==> config.mk <==
export PLATFORM = sky130hd
export DESIGN_NAME = gpio_bank_irq
export DESIGN_NICKNAME = d
export VERILOG_FILES = /design/src/rtl/gpio_bank_pkg.sv /design/src/rtl/gpio_in_sync.sv /design/src/rtl/gpio_event_detect.sv /design/src/rtl/gpio_reg_file.sv /design/src/rtl/gpio_bank_irq.sv
export SDC_FILE = /design/constraint.sdc
export NUM_CORES = 1
export LEC_CHECK = 0
export ABC_AREA = 1
export BUFFER_PORTS_ARGS = -buffer_cell sky130_fd_sc_hd__buf_4
export CAP_MARGIN = 20
export CORE_ASPECT_RATIO = 0.6
export CORE_MARGIN = 2
export CORE_UTILIZATION = 40
export DETAILED_ROUTE_END_ITERATION = 10
export GPL_ROUTABILITY_DRIVEN = 0
export PLACE_DENSITY_LB_ADDON = 0.12
export RECOVER_POWER = 25
export SYNTH_ARGS = -nofsm -noshare
export SYNTH_HDL_FRONTEND = slang
export SYNTH_SLANG_ARGS = --single-unit
==> constraint.sdc <==
create_clock -name clk -period 3.2 [get_ports clk]
set_input_delay 0.64 -clock clk [delete_from_list [all_inputs] [get_ports clk]]
set_output_delay 0.64 -clock clk [all_outputs]
set_load 0.005 [all_outputs]
==> src/rtl/gpio_bank_pkg.sv <==
package gpio_bank_pkg;
    localparam int unsigned REG_IDX_W = 3;

    typedef enum logic [1:0] {
        ACC_WRITE = 2'd0,
        ACC_SET   = 2'd1,
        ACC_CLEAR = 2'd2,
        ACC_NONE  = 2'd3
    } access_e;

    localparam logic [REG_IDX_W-1:0] IDX_OUT_VAL   = 3'd0;
    localparam logic [REG_IDX_W-1:0] IDX_OUT_EN    = 3'd1;
    localparam logic [REG_IDX_W-1:0] IDX_PAD_IN    = 3'd2;
    localparam logic [REG_IDX_W-1:0] IDX_DET_EN    = 3'd3;
    localparam logic [REG_IDX_W-1:0] IDX_ROUTE     = 3'd4;
    localparam logic [REG_IDX_W-1:0] IDX_SENSE_LVL = 3'd5;
    localparam logic [REG_IDX_W-1:0] IDX_SENSE_POL = 3'd6;
    localparam logic [REG_IDX_W-1:0] IDX_PEND      = 3'd7;
endpackage

==> src/rtl/gpio_in_sync.sv <==
module gpio_in_sync #(
    parameter int unsigned NPINS = 32
) (
    input  logic             clk,
    input  logic             rst_n,
    input  logic [NPINS-1:0] pad_raw,
    output logic [NPINS-1:0] pin_now,
    output logic [NPINS-1:0] pin_before
);
    typedef struct packed {
        logic [NPINS-1:0] meta;
        logic [NPINS-1:0] safe;
        logic [NPINS-1:0] hist;
    } sync_t;

    sync_t st_d, st_q;

    always_comb begin
        st_d      = st_q;
        st_d.meta = pad_raw;
        st_d.safe = st_q.meta;
        st_d.hist = st_q.safe;
    end

    always_ff @(posedge clk or negedge rst_n) begin
        if (!rst_n) st_q <= '0;
        else        st_q <= st_d;
    end

    assign pin_now    = st_q.safe;
    assign pin_before = st_q.hist;
endmodule

==> src/rtl/gpio_event_detect.sv <==
module gpio_event_detect #(
    parameter int unsigned NPINS = 32
) (
    input  logic [NPINS-1:0] pin_now,
    input  logic [NPINS-1:0] pin_before,
    input  logic [NPINS-1:0] sense_lvl,
    input  logic [NPINS-1:0] sense_pol,
    output logic [NPINS-1:0] pin_event
);
    for (genvar i = 0; i < NPINS; i++) begin : g_pin
        logic rise_w, fall_w, level_w;
        assign rise_w  = pin_now[i] & ~pin_before[i];
        assign fall_w  = ~pin_now[i] & pin_before[i];
        assign level_w = (pin_now[i] == sense_pol[i]);
        assign pin_event[i] = sense_lvl[i] ? level_w
                            : (sense_pol[i] ? rise_w : fall_w);
    end
endmodule

==> src/rtl/gpio_reg_file.sv <==
module gpio_reg_file
    import gpio_bank_pkg::*;
#(
    parameter int unsigned NPINS  = 32,
    parameter int unsigned ADDR_W = 8
) (
    input  logic              clk,
    input  logic              rst_n,
    input  logic              bus_wr,
    input  logic [ADDR_W-1:0] bus_addr,
    input  logic [NPINS-1:0]  bus_wdata,
    output logic [NPINS-1:0]  bus_rdata,
    input  logic [NPINS-1:0]  pin_now,
    input  logic [NPINS-1:0]  pin_event,
    output logic [NPINS-1:0]  out_val,
    output logic [NPINS-1:0]  out_en,
    output logic [NPINS-1:0]  det_en,
    output logic [NPINS-1:0]  irq_route,
    output logic [NPINS-1:0]  sense_lvl,
    output logic [NPINS-1:0]  sense_pol,
    output logic [NPINS-1:0]  pend
);
    localparam int unsigned IDX_LSB = 4;
    localparam int unsigned TOP_LSB = IDX_LSB + REG_IDX_W;

    typedef struct packed {
        logic [NPINS-1:0] out_val;
        logic [NPINS-1:0] out_en;
        logic [NPINS-1:0] det_en;
        logic [NPINS-1:0] irq_route;
        logic [NPINS-1:0] sense_lvl;
        logic [NPINS-1:0] sense_pol;
        logic [NPINS-1:0] pend;
    } regs_t;

    regs_t rg_d, rg_q;

    logic [REG_IDX_W-1:0] idx;
    access_e              acc;
    logic                 hit;
    logic                 wr_hit;

    assign idx    = bus_addr[IDX_LSB +: REG_IDX_W];
    assign acc    = access_e'(bus_addr[3:2]);
    assign hit    = ((bus_addr >> TOP_LSB) == '0) && (acc != ACC_NONE);
    assign wr_hit = bus_wr && hit;

    function automatic logic [NPINS-1:0] merge(
        input logic [NPINS-1:0] cur,
        input access_e          how,
        input logic [NPINS-1:0] wd
    );
        case (how)
            ACC_WRITE: merge = wd;
            ACC_SET:   merge = cur | wd;
            ACC_CLEAR: merge = cur & ~wd;
            default:   merge = cur;
        endcase
    endfunction

    always_comb begin
        rg_d = rg_q;
        if (wr_hit) begin
            case (idx)
                IDX_OUT_VAL:   rg_d.out_val   = merge(rg_q.out_val,   acc, bus_wdata);
                IDX_OUT_EN:    rg_d.out_en    = merge(rg_q.out_en,    acc, bus_wdata);
                IDX_DET_EN:    rg_d.det_en    = merge(rg_q.det_en,    acc, bus_wdata);
                IDX_ROUTE:     rg_d.irq_route = merge(rg_q.irq_route, acc, bus_wdata);
                IDX_SENSE_LVL: rg_d.sense_lvl = merge(rg_q.sense_lvl, acc, bus_wdata);
                IDX_SENSE_POL: rg_d.sense_pol = merge(rg_q.sense_pol, acc, bus_wdata);
                IDX_PEND:      rg_d.pend      = merge(rg_q.pend,      acc, bus_wdata);
                default:       rg_d = rg_q;
            endcase
        end
        // events on routed pins win over a same-cycle clear
        rg_d.pend = rg_d.pend | (pin_event & rg_q.irq_route);

        bus_rdata = '0;
        if (hit) begin
            case (idx)
                IDX_OUT_VAL:   bus_rdata = rg_q.out_val;
                IDX_OUT_EN:    bus_rdata = rg_q.out_en;
                IDX_PAD_IN:    bus_rdata = pin_now;
                IDX_DET_EN:    bus_rdata = rg_q.det_en;
                IDX_ROUTE:     bus_rdata = rg_q.irq_route;
                IDX_SENSE_LVL: bus_rdata = rg_q.sense_lvl;
                IDX_SENSE_POL: bus_rdata = rg_q.sense_pol;
                default:       bus_rdata = rg_q.pend;
            endcase
        end
    end

    always_ff @(posedge clk or negedge rst_n) begin
        if (!rst_n) rg_q <= '0;
        else        rg_q <= rg_d;
    end

    assign out_val   = rg_q.out_val;
    assign out_en    = rg_q.out_en;
    assign det_en    = rg_q.det_en;
    assign irq_route = rg_q.irq_route;
    assign sense_lvl = rg_q.sense_lvl;
    assign sense_pol = rg_q.sense_pol;
    assign pend      = rg_q.pend;

    assert_set_alias_R2: assert property (@(posedge clk) disable iff (!rst_n)
        (wr_hit && idx == IDX_OUT_VAL && acc == ACC_SET)
        |=> ((rg_q.out_val & $past(bus_wdata)) == $past(bus_wdata)));

    assert_clear_alias_R2: assert property (@(posedge clk) disable iff (!rst_n)
        (wr_hit && idx == IDX_OUT_VAL && acc == ACC_CLEAR)
        |=> ((rg_q.out_val & $past(bus_wdata)) == '0));

    assert_pend_sticky_R9: assert property (@(posedge clk) disable iff (!rst_n)
        !(wr_hit && idx == IDX_PEND && acc != ACC_SET)
        |=> ((rg_q.pend & $past(rg_q.pend)) == $past(rg_q.pend)));
endmodule

==> src/rtl/gpio_bank_irq.sv <==
module gpio_bank_irq #(
    parameter int unsigned NPINS  = 32,
    parameter int unsigned ADDR_W = 8
) (
    input  logic              clk,
    input  logic              rst_n,
    input  logic              bus_wr,
    input  logic [ADDR_W-1:0] bus_addr,
    input  logic [NPINS-1:0]  bus_wdata,
    output logic [NPINS-1:0]  bus_rdata,
    input  logic [NPINS-1:0]  pad_in,
    output logic [NPINS-1:0]  pad_out,
    output logic [NPINS-1:0]  pad_oe,
    output logic              irq_out
);
    logic [NPINS-1:0] pin_now, pin_before, pin_event;
    logic [NPINS-1:0] out_val, out_en, det_en, irq_route;
    logic [NPINS-1:0] sense_lvl, sense_pol, pend;

    gpio_in_sync #(.NPINS(NPINS)) u_sync (
        .clk        (clk),
        .rst_n      (rst_n),
        .pad_raw    (pad_in),
        .pin_now    (pin_now),
        .pin_before (pin_before)
    );

    gpio_event_detect #(.NPINS(NPINS)) u_detect (
        .pin_now    (pin_now),
        .pin_before (pin_before),
        .sense_lvl  (sense_lvl),
        .sense_pol  (sense_pol),
        .pin_event  (pin_event)
    );

    gpio_reg_file #(.NPINS(NPINS), .ADDR_W(ADDR_W)) u_regs (
        .clk       (clk),
        .rst_n     (rst_n),
        .bus_wr    (bus_wr),
        .bus_addr  (bus_addr),
        .bus_wdata (bus_wdata),
        .bus_rdata (bus_rdata),
        .pin_now   (pin_now),
        .pin_event (pin_event),
        .out_val   (out_val),
        .out_en    (out_en),
        .det_en    (det_en),
        .irq_route (irq_route),
        .sense_lvl (sense_lvl),
        .sense_pol (sense_pol),
        .pend      (pend)
    );

    assign pad_out = out_val;
    assign pad_oe  = out_en;
    assign irq_out = |(pend & det_en & irq_route);

    always @(posedge clk) begin
        if (!rst_n) begin
            assert_reset_quiet_R1: assert (irq_out == 1'b0 && pad_oe == '0);
        end
    end

    assert_irq_gated_R8: assert property (@(posedge clk) disable iff (!rst_n)
        ((det_en & irq_route) == '0) |-> !irq_out);

    assert_edge_needs_change_R5: assert property (@(posedge clk) disable iff (!rst_n)
        ((pin_event & ~sense_lvl) != '0)
        |-> (((pin_now ^ pin_before) & pin_event & ~sense_lvl) == (pin_event & ~sense_lvl)));
endmodule

==> flow_summary_export.csv <==
group,metric,value,unit
grt,grt_pass1_wl,99700,microns
route,vias,18400,
clocking,cts_hold_buf,0,
timing,finClkSkew,0.0150,ns
grt,grt_usage,0.272,
route,drc_errors,0,
die,die_area,0.0467,sq mm
final_layout,fin_area,0.0212,sq mm
timing,post-route-min-period,2.90,ns
pwr,p_per_area,590,mW/mm^2
critical_path,crit_buf_inv,5,
critical_path,r2r_start,"u_regs.out_val[29]",
synthesis,seq_area_frac_synth,0.445,
outcome,violations,"max-capacitance violations, max-slew violations",
die,chipWidth,278,microns
die,fp.dieH,168,microns
die,io_pins,172,
outcome,status,"finished, violations left",
clocking,clk_path_buf_depth,3,
clocking,cts_tree,"done",
clocking,htree_levels,2,
critical_path,r2r-end,"u_regs.out_val[29]",
placed_design,placed_area,0.0202,sq mm
critical_path,crit_family,"buffers and inverters",
timing,holdWs,0.237,ns
synthesis,syn_nets,2653,
timing,worstMarginPinSlew,1.87,ns
synthesis,ys.flop_type,"dfrtp_1",
critical_path,path_class,"in2out",
synthesis,ys_seq_elements,320,
route,wire_per_inst,19.5,microns
clocking,cts_setup_buffers,0,
pwr,p_leak,10.4,nW
worst_hold_path,hold_depth,1,
critical_path,end_kind,"primary output",
final_layout,fin_cells,3307,
worst_hold_path,min_path_type,"in2reg",
die,rows,60,
die,start_util,0.403,
critical_path,cp_slowest_cell,"buf_4",
timing,rsz0062_at_grt,"no",
route,antenna_left,0,
critical_path,worstPathArrival,2.26,ns
timing,fin_setup_tns,0,ns
critical_path,r2r_slack,2.17,ns
final_layout,fin_nets,2779,
pwr,ir_worst_vdd,0.000290,V
die,core_area,0.0446,sq mm
final_layout,layout-drive-gt1-share,0.106,
flow_run,maxCapViolCount,1,
synthesis,synthesis.area,0.0180,sq mm
timing,layout_setup_ws,0.297,ns
route,wl,64400,microns
final_layout,nFillCells,4492,
grt,grt_pass1_vias,17200,
clocking,clock_sinks,320,
synthesis,synthCells,2573,
clocking,cts_made_buffers,35,
synthesis,ys_warn_count,0,
placed_design,dpl.cell_count,3251,
final_layout,diodes,0,
synthesis,synthDistinctLibCells,22,
placed_design,io_buffers,169,
timing,hold_violations,0,
synthesis,synth_most_common_cell,"nand2_1",
final_layout,utilization,0.475,
critical_path,critPathMaxStageDelay,0.31,ns
timing,finalSetupViolations,0,
route,drt_iter0_drc,1850,
worst_hold_path,min_to,"u_sync.st_d[58]",
synthesis,synth_commonest_cells,"843 x nand2_1, 320 x dfrtp_1, 299 x a21oi_1",
synthesis,synth_edf_count,0,
timing,fin_crit_sh,0.907,
placed_design,dp_slack,0.317,ns
route,vias_per_cell,5.58,
worst_hold_path,hp-start,"pad_in[26]",
grt,grt_start_max_net_pins,65,
clocking,worstSkewPairLatency,0.53,ns
critical_path,start_kind,"primary input",
critical_path,required,2.56,ns
synthesis,synth_area_per_cell,6.99,sq um
clocking,root_buffer,"clkbuf_16",
placed_design,hpwl,39700,microns
timing,fmax,344,MHz
timing,max-slew-margin-rel,-0.249,
pwr,power,12.5,mW
synthesis,yosys.area.top_type,"dfrtp_1",
critical_path,ff2ff_path_depth,6,
clocking,cts_resized,0,
critical_path,crit_chain,"buf_4, buf_4, nand3_2, buf_4, buf_4, nor2_1, nor2_1, a21oi_1, buf_4",
final_layout,area_growth_syn_to_layout,17.8,%
synthesis,async_reset_ff_frac,1.00,
synthesis,netlist.area_leader.share,0.445,
grt,grt.overflow.total,0,
grt,antenna_found_initial,0,
clocking,path_clk_slew,0.06,ns
route,first_pass_iters,6,
critical_path,crit_top_cell,"buf_4",
critical_path,crit_fanout,14,
synthesis,ys_top_cells_by_area,"dfrtp_1 45%, nand2_1 18%, a21oi_1 8.3%",
timing,slew_viol_final,62,
## placed cells by master, fill, tap and decap left out, drive strengths merged, types with 19 or more instances in the layout
cell / instances
nand4: 96
o21bai: 31
o21ai: 333
nor2: 117
buf: 192
o211ai: 19
a21oi: 299
clkbuf: 85
nand2: 844
inv: 268
nand3: 103
dfrtp: 320
## area by class of cell
class                           instances  area (sq um)  share of cell area
Clock buffer                           51          1010              0.0476
Timing Repair Buffer                  226          1980              0.0933
Multi-Input combinational cell       1848          8420               0.397
Tap cell                              589           737              0.0348
Inverter                              268          1010              0.0477
Clock inverter                          5          25.0             0.00118
Sequential cell                       320          8010               0.378
## routing by layer
layer,up-vias,track usage,share of wire
met5,-,0,0
met4,0,0.0898,0.030
met3,140,0.0457,0.087
met2,882,0.415,0.44
met1,8759,0.393,0.45
li1,8658,-,-
## power breakdown
| group | leakage [nW] | total [mW] | switching [mW] | internal [mW] |
|---|---|---|---|---|
| Combinational | 6.28 | 3.16 | 1.94 | 1.22 |
| Clock | 0.510 | 3.83 | 1.66 | 2.17 |
| Sequential | 3.65 | 5.50 | 0.689 | 4.82 |
| Total | 10.4 | 12.5 | 4.28 | 8.21 |
## logic make-up after synthesis
group,after synthesis,share of synthesized area
AND/OR/NAND/NOR,1161,0.266
AO/OA/AOI/OAI,682,0.197
buffers and inverters,405,0.0882
flip-flops,320,0.445
adder cells (fa/ha/maj),5,0.00348
## how the worst max path moves through the flow
stage                 from          endpoint  slack [ns]  cells after the start
2_1_floorplan  bus_addr[5]     bus_rdata[23]        0.91                      8
3_3_place_gp   bus_addr[5]      bus_rdata[5]        0.35                      9
3_5_place_dp   bus_addr[5]      bus_rdata[5]        0.32                      9
4_1_cts        bus_addr[5]      bus_rdata[5]        0.31                      9
5_1_grt              rst_n  u_regs.out_en[9]        0.13                      2
6_report       bus_addr[5]      bus_rdata[5]        0.30                      9
Power figures use the tool's default switching activity.
